==> config.mk <==
export PLATFORM = sky130hd
export DESIGN_NAME = eff_addr_gen
export DESIGN_NICKNAME = d
export VERILOG_FILES = /design/src/rtl/eag_pkg.sv /design/src/rtl/eag_mode_dec.sv /design/src/rtl/eag_index_scale.sv /design/src/rtl/eag_sum.sv /design/src/rtl/eff_addr_gen.sv
export SDC_FILE = /design/constraint.sdc
export NUM_CORES = 1
export LEC_CHECK = 0
export ABC_AREA = 1
export BUFFER_PORTS_ARGS = -buffer_cell sky130_fd_sc_hd__buf_4
export CORE_ASPECT_RATIO = 0.7
export CORE_MARGIN = 2
export CORE_UTILIZATION = 40
export DETAILED_ROUTE_END_ITERATION = 7
export GPL_ROUTABILITY_DRIVEN = 0
export PLACE_DENSITY_LB_ADDON = 0.1
export SLEW_MARGIN = 0
export SYNTH_ARGS = -nofsm -noshare
export SYNTH_HDL_FRONTEND = slang
export SYNTH_SLANG_ARGS = --single-unit
==> constraint.sdc <==
create_clock -name clk_i -period 0.8 [get_ports clk_i]
set_input_delay 0.08 -clock clk_i [delete_from_list [all_inputs] [get_ports clk_i]]
set_output_delay 0.08 -clock clk_i [all_outputs]
set_load 0.02 [all_outputs]
==> src/rtl/eag_pkg.sv <==
package eag_pkg;
  typedef enum logic [3:0] {
    MODE_REG     = 4'd0,
    MODE_IMM     = 4'd1,
    MODE_ABS     = 4'd2,
    MODE_IND     = 4'd3,
    MODE_POSTINC = 4'd4,
    MODE_PREDEC  = 4'd5,
    MODE_DISP    = 4'd6,
    MODE_SIDX    = 4'd7,
    MODE_BSIDX   = 4'd8,
    MODE_BSIDXD  = 4'd9,
    MODE_PCREL   = 4'd10
  } mode_e;

  typedef enum logic [1:0] {
    SRC_ZERO = 2'd0,
    SRC_BASE = 2'd1,
    SRC_PC4  = 2'd2,
    SRC_IMM  = 2'd3
  } src_e;

  typedef struct packed {
    src_e src_a;
    logic add_idx;
    logic add_disp;
    logic sub_step;
    logic add_step_wb;
    logic wb;
    logic is_reg;
    logic is_imm;
    logic uses_scale;
    logic bad_mode;
  } ctrl_t;

  localparam int unsigned PC_ADVANCE = 4;

  function automatic logic [3:0] size_bytes(input logic [1:0] sz);
    return 4'd1 << sz;
  endfunction
endpackage

==> src/rtl/eag_mode_dec.sv <==
module eag_mode_dec
  import eag_pkg::*;
(
  input  logic [3:0] mode_i,
  output ctrl_t      ctrl_o
);
  always_comb begin
    ctrl_o = '0;
    ctrl_o.src_a = SRC_ZERO;
    case (mode_i)
      MODE_REG:     ctrl_o.is_reg = 1'b1;
      MODE_IMM:     begin ctrl_o.is_imm = 1'b1; ctrl_o.src_a = SRC_IMM; end
      MODE_ABS:     ctrl_o.src_a = SRC_IMM;
      MODE_IND:     ctrl_o.src_a = SRC_BASE;
      MODE_POSTINC: begin
        ctrl_o.src_a = SRC_BASE;
        ctrl_o.wb = 1'b1;
        ctrl_o.add_step_wb = 1'b1;
      end
      MODE_PREDEC:  begin
        ctrl_o.src_a = SRC_BASE;
        ctrl_o.wb = 1'b1;
        ctrl_o.sub_step = 1'b1;
      end
      MODE_DISP:    begin ctrl_o.src_a = SRC_BASE; ctrl_o.add_disp = 1'b1; end
      MODE_SIDX:    begin ctrl_o.add_idx = 1'b1; ctrl_o.uses_scale = 1'b1; end
      MODE_BSIDX:   begin
        ctrl_o.src_a = SRC_BASE;
        ctrl_o.add_idx = 1'b1;
        ctrl_o.uses_scale = 1'b1;
      end
      MODE_BSIDXD:  begin
        ctrl_o.src_a = SRC_BASE;
        ctrl_o.add_idx = 1'b1;
        ctrl_o.add_disp = 1'b1;
        ctrl_o.uses_scale = 1'b1;
      end
      MODE_PCREL:   begin ctrl_o.src_a = SRC_PC4; ctrl_o.add_disp = 1'b1; end
      default:      ctrl_o.bad_mode = 1'b1;
    endcase
  end
endmodule

==> src/rtl/eag_index_scale.sv <==
module eag_index_scale #(
  parameter int unsigned AW      = 32,
  parameter int unsigned SCALE_N = 5,
  localparam int unsigned SW     = $clog2(SCALE_N)
) (
  input  logic [AW-1:0] index_i,
  input  logic [SW-1:0] scale_i,
  output logic [AW-1:0] scaled_o,
  output logic          bad_o
);
  logic [AW-1:0] cand [SCALE_N];

  for (genvar g = 0; g < SCALE_N; g++) begin : g_shift
    assign cand[g] = index_i << g;
  end

  always_comb begin
    scaled_o = '0;
    bad_o    = 1'b1;
    for (int i = 0; i < SCALE_N; i++) begin
      if (scale_i == SW'(i)) begin
        scaled_o = cand[i];
        bad_o    = 1'b0;
      end
    end
  end
endmodule

==> src/rtl/eag_sum.sv <==
module eag_sum
  import eag_pkg::*;
#(
  parameter int unsigned AW = 32
) (
  input  ctrl_t         ctrl_i,
  input  logic [AW-1:0] base_i,
  input  logic [AW-1:0] pc_i,
  input  logic [AW-1:0] imm_i,
  input  logic [AW-1:0] scaled_i,
  input  logic [AW-1:0] disp_x_i,
  input  logic [AW-1:0] step_i,
  output logic [AW-1:0] ea_o,
  output logic [AW-1:0] wb_val_o
);
  logic [AW-1:0] term_a, term_b, term_c;

  always_comb begin
    unique case (ctrl_i.src_a)
      SRC_BASE: term_a = base_i;
      SRC_PC4:  term_a = pc_i + AW'(PC_ADVANCE);
      SRC_IMM:  term_a = imm_i;
      default:  term_a = '0;
    endcase
    term_b = ctrl_i.add_idx ? scaled_i : '0;
    if (ctrl_i.add_disp)      term_c = disp_x_i;
    else if (ctrl_i.sub_step) term_c = -step_i;
    else                      term_c = '0;
  end

  assign ea_o = term_a + term_b + term_c;

  always_comb begin
    if (!ctrl_i.wb)               wb_val_o = '0;
    else if (ctrl_i.add_step_wb)  wb_val_o = base_i + step_i;
    else                          wb_val_o = ea_o;
  end
endmodule

==> src/rtl/eff_addr_gen.sv <==
module eff_addr_gen
  import eag_pkg::*;
#(
  parameter int unsigned AW      = 32,
  parameter int unsigned DISP_W  = 16,
  parameter int unsigned SCALE_N = 5,
  localparam int unsigned SW     = $clog2(SCALE_N)
) (
  input  logic              clk_i,
  input  logic              rst_ni,
  input  logic [3:0]        mode_i,
  input  logic [AW-1:0]     base_i,
  input  logic [AW-1:0]     index_i,
  input  logic [DISP_W-1:0] disp_i,
  input  logic [SW-1:0]     scale_i,
  input  logic [1:0]        size_i,
  input  logic [AW-1:0]     pc_i,
  input  logic [AW-1:0]     imm_i,
  output logic [AW-1:0]     ea_o,
  output logic              is_reg_o,
  output logic              is_imm_o,
  output logic              wb_en_o,
  output logic [AW-1:0]     wb_val_o,
  output logic              illegal_o
);
  ctrl_t         ctrl;
  logic [AW-1:0] scaled, disp_x, step, ea_d, wb_d;
  logic          scale_bad, illegal_d;

  eag_mode_dec u_dec (.mode_i(mode_i), .ctrl_o(ctrl));

  eag_index_scale #(.AW(AW), .SCALE_N(SCALE_N)) u_scale (
    .index_i (index_i),
    .scale_i (scale_i),
    .scaled_o(scaled),
    .bad_o   (scale_bad)
  );

  assign disp_x = {{(AW-DISP_W){disp_i[DISP_W-1]}}, disp_i};
  assign step   = AW'(size_bytes(size_i));

  eag_sum #(.AW(AW)) u_sum (
    .ctrl_i  (ctrl),
    .base_i  (base_i),
    .pc_i    (pc_i),
    .imm_i   (imm_i),
    .scaled_i(scaled),
    .disp_x_i(disp_x),
    .step_i  (step),
    .ea_o    (ea_d),
    .wb_val_o(wb_d)
  );

  assign illegal_d = ctrl.bad_mode | (ctrl.uses_scale & scale_bad);

  always_ff @(posedge clk_i or negedge rst_ni) begin
    if (!rst_ni) begin
      ea_o      <= '0;
      is_reg_o  <= 1'b0;
      is_imm_o  <= 1'b0;
      wb_en_o   <= 1'b0;
      wb_val_o  <= '0;
      illegal_o <= 1'b0;
    end else if (illegal_d) begin
      ea_o      <= '0;
      is_reg_o  <= 1'b0;
      is_imm_o  <= 1'b0;
      wb_en_o   <= 1'b0;
      wb_val_o  <= '0;
      illegal_o <= 1'b1;
    end else begin
      ea_o      <= ea_d;
      is_reg_o  <= ctrl.is_reg;
      is_imm_o  <= ctrl.is_imm;
      wb_en_o   <= ctrl.wb;
      wb_val_o  <= wb_d;
      illegal_o <= 1'b0;
    end
  end

  // operand-class flags are mutually exclusive
  a_r11_flags_exclusive: assert property (@(posedge clk_i) disable iff (!rst_ni)
    $onehot0({is_reg_o, is_imm_o, illegal_o, wb_en_o}));

  a_r11_illegal_quiet: assert property (@(posedge clk_i) disable iff (!rst_ni)
    illegal_o |-> (ea_o == '0 && wb_val_o == '0 && !wb_en_o));

  a_r12_wb_only_auto: assert property (@(posedge clk_i) disable iff (!rst_ni)
    $rose(rst_ni) or 1'b1 |=> (wb_en_o |->
      ($past(mode_i) == MODE_POSTINC || $past(mode_i) == MODE_PREDEC)));

  a_r5_postinc_step: assert property (@(posedge clk_i) disable iff (!rst_ni)
    $past(mode_i) == MODE_POSTINC && $past(rst_ni) |->
      (wb_val_o - ea_o == AW'(size_bytes($past(size_i))) && wb_en_o));

  a_r6_predec_match: assert property (@(posedge clk_i) disable iff (!rst_ni)
    $past(mode_i) == MODE_PREDEC && $past(rst_ni) |->
      (wb_en_o && ea_o == wb_val_o && $past(base_i) - ea_o == AW'(size_bytes($past(size_i)))));

  a_r10_pcrel_target: assert property (@(posedge clk_i) disable iff (!rst_ni)
    $past(mode_i) == MODE_PCREL && $past(rst_ni) |->
      (ea_o - $past(pc_i) - AW'(PC_ADVANCE) ==
       {{(AW-DISP_W){$past(disp_i[DISP_W-1])}}, $past(disp_i)}));
endmodule

==> flow_metrics.env, run 1 <==
export IMPL_maxCapViolCount=0
export IMPL_fmax_ghz=0.285
export IMPL_crit_slowest_cell="fa_1"
export IMPL_ff_latch_area_mm2=0.00170
export IMPL_dp_slack_ps=-2960
export IMPL_comb_power_share=0.648
export IMPL_fill_cells=1222
export IMPL_swShare=0.414
export IMPL_start_util=0.406
export IMPL_seqPwrFrac=0.183
export IMPL_syn_to_final_growth_pct=105
export IMPL_period_share=4.38
export IMPL_clkSinkCount=68
export IMPL_violations="setup timing"
export IMPL_hold_viol_final=0
export IMPL_dieArea_mm2=0.0231
export IMPL_status="complete, but fails checks"
export IMPL_synth_cell_types=54
export IMPL_stdcell_area_mm2=0.0179
export IMPL_yosysSeqAreaShare=0.194
export IMPL_die_h_um=128
export IMPL_layout_setup_ws_ps=-2700
export IMPL_grt_max_degree=29
export IMPL_synth_top_area_frac=0.194
export IMPL_wl_um=50600
export IMPL_hpwlAfterDp_um=33000
export IMPL_p_int_uw=13300
export IMPL_drive_above_1_share=0.587
export IMPL_route_detailed_drc=0
export IMPL_core_region_area_mm2=0.0216
export IMPL_worst_pin_slew_ps=542
export IMPL_portBuffers=222
export IMPL_p_per_area_mw_per_mm2=1260
export IMPL_track_usage=0.367
export IMPL_ios=223
export IMPL_slew_headroom=0.635
export IMPL_min_path_type="in -> async"
export IMPL_p_sw_uw=9350
export IMPL_yosysTopAreaCell="dfrtp_1"
export IMPL_viasPerCell=5.93
export IMPL_synthArstFlopShare=1.00
export IMPL_cts_made_buffers=9
export IMPL_cts_root_buf="clkbuf_16"
export IMPL_synth_seq_cells=68
export IMPL_synth_enable_flop_cells=0
export IMPL_slowest_delay_ps=390
export IMPL_diodes=0
export IMPL_wl_per_cell_um=22.1
export IMPL_worstSetupStartpointType="primary input"
export IMPL_overflow=0
export IMPL_synth_area_leaders="dfrtp_1, nand2_1, inv_1"
export IMPL_final_common_cell="buf_4"
export IMPL_final_max_slew_viol_count=0
export IMPL_end_kind="flip-flop"
export IMPL_timing_final_crit_period_ps=3500
export IMPL_syn_area_per_cell_um2=6.56
export IMPL_syn_num_nets=1558
export IMPL_required_ps=1040
export IMPL_antenna_found_initial=2
export IMPL_crit_type="in -> reg"
export IMPL_ir_drop_mv=1.09
export IMPL_leakage_uw=0.00879
export IMPL_synthCells=1334
export IMPL_arrival_ps=3740
export IMPL_synth_area_mm2=0.00875
export IMPL_rsz0062_at_grt="true"
export IMPL_cp_cell_sequence="buf_8 > ha_4 > nand2_4 > nor2_4 > nand2_4 > nor2_4 > nand2_2 > nor2_4 > nand3_4 > nand2_2 > a21oi_2 > a221oi_2 > buf_4 > fa_1 > inv_2 > ha_4 > nand2_8 > nor4_4 > nand2_1 > nand2_2 > xor2_2 > o21ai_1 > a21oi_1"
export IMPL_ant_nets=0
export IMPL_h_tree_depth=3
export IMPL_dr_pass1_iters=6
export IMPL_clock_power_share=0.169
export IMPL_grt_pass1_vias=12400
export IMPL_layout_common_cells="buf_4, inv_1, nand2_1"
export IMPL_drtIter0Drc=1694
export IMPL_cp_max_fo=4
export IMPL_clk_path_buf_depth=2
export IMPL_cts_tree="built"
export IMPL_placed_area_mm2=0.0144
export IMPL_setup_viol=134
export IMPL_fp_row_count=45
export IMPL_fp_dieW_um=181
export IMPL_multi_input_area_mm2=0.00843
export IMPL_synthFlopType="dfrtp_1"
export IMPL_num_vias=13600
export IMPL_grt_pass1_wl_um=66300
export IMPL_clk_pin_slew_worst_paths_ps=60
export IMPL_yosys_warnings=0
export IMPL_fin_nets=2231
kinds of logic (layout without fill, tap and decap cells):
| kind of cell | count (synthesis) | after routing | share of synthesized area |
|---|---|---|---|
| compound gates | 330 | 330 | 0.240 |
| xor+xnor | 41 | 41 | 0.0410 |
| fa+ha+maj | 69 | 69 | 0.127 |
| buf+inv | 289 | 966 | 0.128 |
| flops | 68 | 68 | 0.194 |
| simple gates | 537 | 537 | 0.270 |
power groups by stage:
stage	Combinational [uW]	Clock [uW]	Sequential [uW]
finish	14600	3830	4130
global route	15300	4000	4150
CTS	12400	3800	4120
floorplan	4260	0	4630
detailed placement	10300	0	4080
global placement	10200	0	4090
repair_timing:
| item | 4_1_cts | 5_1_grt |
|---|---|---|
| cloned | 4 | 0 |
| hold endpoints to repair | 68 | 0 |
| resized for setup | 400 | 260 |
| pin swaps | 143 | 125 |
| setup buffers | 40 | 47 |
| endpoints found under the setup margin | 134 | 133 |
| hold buffers | 1 | 0 |
how the worst max path moves through the flow:
| stage | from | end | slack [ps] |
|---|---|---|---|
| floorplan | pc_i[2] | wb_val_o[23]$_DFF_PN0_ | -2220 |
| global placement | mode_i[1] | wb_val_o[18]$_DFF_PN0_ | -2980 |
| detailed placement | mode_i[1] | wb_val_o[22]$_DFF_PN0_ | -2960 |
| CTS | pc_i[6] | wb_val_o[23]$_DFF_PN0_ | -2310 |
| global route | pc_i[5] | wb_val_o[29]$_DFF_PN0_ | -2840 |
| finish | pc_i[3] | wb_val_o[15]$_DFF_PN0_ | -2700 |
sequential cells by signal, summed over array words and instances (netlist names):
register,flops
wb_en_o,1
is_reg_o,1
ea_o,32
illegal_o,1
is_imm_o,1
wb_val_o,32
worst max-delay path: cells and delay by family:
family | cells | cell delay, ps
AOI/OAI and AO/OA | 4 | 670
adders and majority gates | 3 | 740
and+or+nand+nor | 12 | 1610
buffers and inverters | 3 | 360
xor gates and xnor gates | 1 | 270
metal layers:
layer  routed length [um]  global-route usage
met1                18300               0.477
met2                22600               0.599
met3                 6510              0.0983
met4                 3250               0.114
met5                   10                   0
metrics by stage:
| stage | TNS (ps) | hold WS (ps) | utilization | instances | power (uW) |
|---|---|---|---|---|---|
| after floorplan | -119950 | -216 | - | 1334 | 8880 |
| after global routing | -164420 | 190 | 0.831 | 2293 | 23500 |
| final | -157530 | 167 | 0.831 | 2293 | 22600 |
| after detailed placement | -168610 | -39.8 | 0.666 | 2201 | 14400 |
| after CTS | -138490 | 143 | 0.770 | 2253 | 20400 |
| after global placement | -167170 | -39.1 | 0.666 | 2201 | 14200 |
layout make-up:
type	instances	share of cell area
Timing Repair Buffer	705	0.343
Multi-Input combinational cell	977	0.471
Tap cell	282	0.0197
Inverter	246	0.0559
Sequential cell	68	0.0950
Clock inverter	1	0.000279
Clock buffer	14	0.0158
synth_stat cells, types with 11 or more instances:
cell type / n
xnor2_1: 11
nor3_1: 21
xor2_1: 30
fa_1: 33
a21oi_1: 89
clkbuf_1: 31
o221ai_1: 28
nand2_1: 248
dfrtp_1: 68
nand4_1: 24
inv_1: 241
nor2_1: 128
nand3_1: 66
nor4_1: 12
o21ai_0: 84
ha_1: 36
o211ai_1: 65
Note: power is estimated with default switching activity, not from simulation.
==> run 2, diff against run 1 <==
Settings changed: RECOVER_POWER set to 50.
Clock period 0.8 ns to 2.84 ns, I/O delays scaled along.
==> run 2 against run 1 <==
- the flow finishes with violations (capacitance limit, slew limit, setup timing)
- sequential cell count unchanged
- core utilization fell by 6.6 points
- first-iteration DRC count decreased by 28%
- sequential share of layout area grew 0.81 points
- largest cell class unchanged
==> flow_metrics.env, run 2 (synthesis gave the netlist of run 1 again) <==
export IMPL_worst_path_buf_inv=9
export IMPL_fp_row_count=45
export IMPL_leakage_uw=0.00821
export IMPL_clk_path_buf_depth=2
export IMPL_cts_tree="built"
export IMPL_diodes=0
export IMPL_syn_to_final_growth_pct=88.6
export IMPL_start_util=0.406
export IMPL_critical_path_most_common_cell="inv_2"
export IMPL_cp_cell_sequence="buf_4 > inv_1 > nor3_1 > nand2_1 > nor2_2 > a21oi_2 > o31ai_4 > buf_4 > inv_2 > fa_1 > inv_2 > ha_4 > buf_4 > nand2_4 > nor2_4 > inv_2 > nor2_4 > inv_2 > o211ai_1 > xnor2_1 > nand2_1 > nand2_1 > inv_1"
export IMPL_critPathTopFamily="simple AND/OR/NAND/NOR gates"
export IMPL_layout_setup_ws_ps=-905
export IMPL_route_detailed_drc=0
export IMPL_slew_headroom=-0.121
export IMPL_crit_type="in -> reg"
export IMPL_h_tree_depth=3
export IMPL_ios=223
export IMPL_required_ps=3070
export IMPL_setup_tns_final_ps=-29010
export IMPL_wl_per_cell_um=20.4
export IMPL_clk_pin_slew_worst_paths_ps=70
export IMPL_hold_ws_ps=355
export IMPL_timing_final_crit_period_ps=3750
export IMPL_core_region_area_mm2=0.0216
export IMPL_crit_slowest_cell="fa_1"
export IMPL_drive_above_1_share=0.527
export IMPL_slowest_delay_ps=490
export IMPL_drtIter0Drc=1220
export IMPL_ant_nets=0
export IMPL_worst_pin_slew_ps=1680
export IMPL_dieArea_mm2=0.0231
export IMPL_fill_cells=1520
export IMPL_track_usage=0.356
export IMPL_dr_pass1_iters=8
export IMPL_maxCapViolCount=1
export IMPL_clkSinkCount=68
export IMPL_fin_nets=2150
export IMPL_arrival_ps=3970
export IMPL_hold_buffers=0
export IMPL_worstSetupStartpointType="primary input"
export IMPL_status="complete, but fails checks"
export IMPL_reg_top3="ea_o: 32 flops, wb_val_o: 32 flops"
export IMPL_fmax_ghz=0.267
export IMPL_violations="capacitance limit, slew limit, setup timing"
export IMPL_cp_max_fo=5
export IMPL_rsz0062_at_grt="true"
export IMPL_layout_common_cells="buf_4, inv_1, nand2_1"
export IMPL_overflow=0
export IMPL_antenna_found_initial=0
export IMPL_num_vias=12500
export IMPL_hpwlAfterDp_um=32400
export IMPL_cts_root_buf="clkbuf_16"
export IMPL_period_share=1.32
export IMPL_portBuffers=222
export IMPL_final_common_cell="buf_4"
export IMPL_grt_pass1_wl_um=64300
export IMPL_ir_drop_mv=0.312
export IMPL_fp_dieW_um=181
export IMPL_grt_max_degree=69
export IMPL_wl_um=45000
export IMPL_cts_made_buffers=9
export IMPL_grt_pass1_vias=11800
export IMPL_p_per_area_mw_per_mm2=381
export IMPL_min_path_type="in -> reg"
export IMPL_end_kind="flip-flop"
export IMPL_setup_viol=54
export IMPL_final_max_slew_viol_count=69
export IMPL_hold_viol_final=0
export IMPL_viasPerCell=5.67
export IMPL_die_h_um=128
run 2: cell count changes in the layout (fill, tap and decap cells not counted), moves of 9 or more:
| cell | change |
|---|---|
| inv_1 | +20 |
| inv_2 | -12 |
| o21ai_2 | -9 |
| buf_6 | -85 |
| nor2_1 | +12 |
| nand2_1 | +13 |
run 2: area by class of cell:
class | count | area [um2] | area share
multi-input cells | 977 | 8030 | 0.486
repair buffers | 624 | 5090 | 0.308
flip-flops and latches | 68 | 1700 | 0.103
inverters | 246 | 965 | 0.0584
well taps | 282 | 353 | 0.0214
clock buffers | 9 | 225 | 0.0136
clock inverters | 7 | 145 | 0.00879
run 2: repair_timing:
action / 4_1_cts / 5_1_grt
gates cloned: 0 / 0
setup buffers: 28 / 47
gates resized for setup: 260 / 213
pin swaps: 114 / 114
endpoints found under the setup margin: 56 / 57
run 2: through the flow:
stage                     utilization  power (uW)  cells  setup WS [ps]  cell area, um2
after detailed placement        0.637        3980   2131          -1350           13700
after floorplan                     -        2480   1334           -385            9280
after CTS                       0.711        5800   2173           -557           15300
final                           0.766        6290   2213           -905           16500
after global placement          0.637        3950   2131          -1250           13700
after global routing            0.766        6550   2213           -998           16500
run 2: tightest hold or removal path: cells and delay by family:
family	cells	cell delay [ps]
and+or+nand+nor	2	100
buffers and inverters	3	290
run 2: where the power goes:
| group | switching [uW] | total (uW) | internal [uW] |
|---|---|---|---|
| Sequential | 42.9 | 1130 | 1090 |
| Clock | 466 | 1420 | 953 |
| Combinational | 2000 | 3730 | 1740 |
run 2: path summary, 6_finish.rpt:
path                       depth (start not counted)                      to       from  slack (ps)
setup / recovery                                  23  wb_val_o[23]$_DFF_PN0_    pc_i[7]        -910
hold / removal                                     5      is_reg_o$_DFF_PN0_  mode_i[3]         350
max in group asynchronous                          1      ea_o[17]$_DFF_PN0_     rst_ni        1450
min in group asynchronous                          1       ea_o[6]$_DFF_PN0_     rst_ni         380
run 2: metal layers:
metal / vias up / global-route usage / share of wire
li1: 5666 / - / -
met1: 5932 / 0.476 / 0.39
met2: 769 / 0.584 / 0.46
met3: 174 / 0.0744 / 0.10
met4: 0 / 0.103 / 0.046
met5: - / 0 / 0
==> run 3, diff against run 2 <==
--- a/config.mk
+++ b/config.mk
@@ -18,3 +18,4 @@
 export SYNTH_ARGS = -nofsm -noshare
 export SYNTH_HDL_FRONTEND = slang
+export SYNTH_HIERARCHICAL = 1
 export SYNTH_SLANG_ARGS = --single-unit
==> constraint.sdc (replaced) <==
create_clock -name clk_i -period 2.84 [get_ports clk_i]
set_input_delay 0 -clock clk_i [delete_from_list [all_inputs] [get_ports clk_i]]
set_output_delay 0 -clock clk_i [all_outputs]
set_load 0.02 [all_outputs]
==> run 3 against run 2 <==
- the run ends with DRC, capacitance limit, slew limit, setup timing left
- critical path type unchanged
- combinational power is 20% higher
- wire length is 37% higher
- area after synthesis is 30% higher
- largest power group unchanged
==> flow_metrics.env, run 3 <==
export IMPL_status="complete, but fails checks"
export IMPL_violations="DRC, capacitance limit, slew limit, setup timing"
export IMPL_hold_ws_ps=144
export IMPL_antenna_found_initial=0
export IMPL_maxCapViolCount=1
export IMPL_portBuffers=222
export IMPL_reg_top3="ea_o: 32 flops, wb_val_o: 32 flops"
export IMPL_synth_cell_types=60
export IMPL_ir_drop_mv=0.329
export IMPL_num_vias=16900
export IMPL_synth_enable_flop_cells=0
export IMPL_crit_type="in -> reg"
export IMPL_cts_root_buf="clkbuf_16"
export IMPL_fin_nets=2971
export IMPL_hold_viol_final=0
export IMPL_synth_top_area_frac=0.149
export IMPL_yosysSeqAreaShare=0.149
export IMPL_end_kind="flip-flop"
export IMPL_arrival_ps=4160
export IMPL_ant_nets=0
export IMPL_grt_pass1_wl_um=86100
export IMPL_timing_final_crit_period_ps=3890
export IMPL_layout_common_cells="buf_4, nand2_1, inv_1"
export IMPL_min_path_type="in -> reg"
export IMPL_totalPowerFinal_uw=6720
export IMPL_route_detailed_drc=3
export IMPL_worst_pin_slew_ps=1700
export IMPL_worstSetupStartpointType="primary input"
export IMPL_overflow=0
export IMPL_leakage_uw=0.0102
export IMPL_grt_max_degree=69
export IMPL_wl_um=61500
export IMPL_synthArstFlopShare=1.00
export IMPL_synth_area_mm2=0.0114
export IMPL_setup_viol=58
export IMPL_start_util=0.408
export IMPL_die_h_um=145
export IMPL_synth_seq_cells=68
export IMPL_yosys_warnings=6
export IMPL_fmax_ghz=0.257
export IMPL_slew_headroom=-0.132
export IMPL_synth_area_leaders="dfrtp_1, nand2_1, inv_1"
export IMPL_dr_pass1_iters=8
export IMPL_hpwlAfterDp_um=42200
export IMPL_synthFlopType="dfrtp_1"
export IMPL_dp_cells=2941
export IMPL_syn_to_final_growth_pct=77.3
export IMPL_yosysMostFrequentCell="nand2_1"
export IMPL_grt_pass1_vias=15800
export IMPL_fp_row_count=51
export IMPL_final_max_slew_viol_count=69
export IMPL_dieArea_mm2=0.0299
export IMPL_rsz0062_at_grt="true"
export IMPL_clk_pin_slew_worst_paths_ps=60
export IMPL_final_common_cell="buf_4"
export IMPL_viasPerCell=5.45
export IMPL_drtIter0Drc=1932
export IMPL_ios=223
export IMPL_synth_commonest_cells="nand2_1, inv_1, nor2_1"
export IMPL_layout_setup_ws_ps=-1050
export IMPL_fp_dieW_um=206
export IMPL_wl_per_cell_um=19.9
export IMPL_p_per_area_mw_per_mm2=332
export IMPL_cp_max_fo=4
export IMPL_drive_above_1_share=0.415
export IMPL_clk_path_buf_depth=2
export IMPL_yosysTopAreaCell="dfrtp_1"
export IMPL_cts_made_buffers=9
export IMPL_synthCells=1931
export IMPL_h_tree_depth=3
export IMPL_track_usage=0.373
export IMPL_clkSinkCount=68
export IMPL_setup_tns_final_ps=-38610
export IMPL_fin_cells=3096
export IMPL_syn_area_per_cell_um2=5.91
export IMPL_core_region_area_mm2=0.0279
export IMPL_period_share=1.37
export IMPL_required_ps=3110
export IMPL_cts_tree="built"
[run 3: layer usage]
metal / track usage / vias up / share of wire
met4: 0.139 / 0 / 0.067
met5: 0 / - / 0
li1: - / 7587 / -
met2: 0.585 / 1198 / 0.43
met3: 0.0970 / 363 / 0.12
met1: 0.492 / 7722 / 0.38
[run 3: report_power, final]
part           internal, uW  total, uW  switching (uW)
Combinational          1920       4460            2540
Sequential             1080       1130            50.4
Clock                   694       1130             431
[run 3: what timing repair did]
action / 4_1_cts / 5_1_grt
setup endpoints to repair: 55 / 60
gates cloned: 3 / 0
hold endpoints to repair: 68 / 0
buffers inserted: 123 / 40
pin swaps: 167 / 115
hold buffers: 1 / 0
resized for setup: 436 / 151
[run 3: final timing paths]
check | startpoint | end | slack [ps] | cells past startpoint
max | mode_i[1] | wb_val_o[17]$_DFF_PN0_ | -1050 | 25
min | mode_i[0] | is_imm_o$_DFF_PN0_ | 140 | 6
max in group asynchronous | rst_ni | wb_val_o[28]$_DFF_PN0_ | 1170 | 2
min in group asynchronous | rst_ni | wb_val_o[17]$_DFF_PN0_ | 640 | 2
[run 3: logic make-up after synthesis]
kind of cell / share of synthesized area
compound gates: 0.177
xor+xnor: 0.0307
fa+ha+maj: 0.127
other cells: 0.000329
buf+inv: 0.147
flops: 0.149
simple gates: 0.370
[run 3: critical path, stage by stage]
cell and delay, ps:
buf_6 130, inv_8 80, nand2_4 60, o21ai_4 190, inv_2 80, nor2_4 200
buf_12 140, buf_6 90, nand2_2 40, o211ai_1 380, inv_2 130, fa_1 600
inv_2 60, ha_4 260, buf_4 150, a21oi_4 160, o21ai_2 120, o21bai_4 190
a21oi_2 180, xnor2_2 170, o21ai_0 180, buf_4 230, a31oi_2 160, inv_1 90
nor2_4 90
[run 3: area by class of cell]
| cell class | count | area [um2] |
|---|---|---|
| repair buffers | 695 | 5500 |
| multi-input cells | 1577 | 10800 |
| fillers | 2151 | 7720 |
| clock inverters | 5 | 52.6 |
| flip-flops and latches | 68 | 1700 |
| inverters | 369 | 1440 |
| well taps | 371 | 464 |
| clock buffers | 10 | 239 |
| diodes | 1 | 2.50 |
[run 3: per-stage QoR]
step | area, um2 | utilization | setup WS, ps
2_1_floorplan | 12400 | - | -189
3_3_place_gp | 16900 | 0.603 | -1310
3_5_place_dp | 16900 | 0.603 | -1270
4_1_cts | 19700 | 0.705 | -593
5_1_grt | 20200 | 0.724 | -1060
6_report | 20200 | 0.724 | -1050
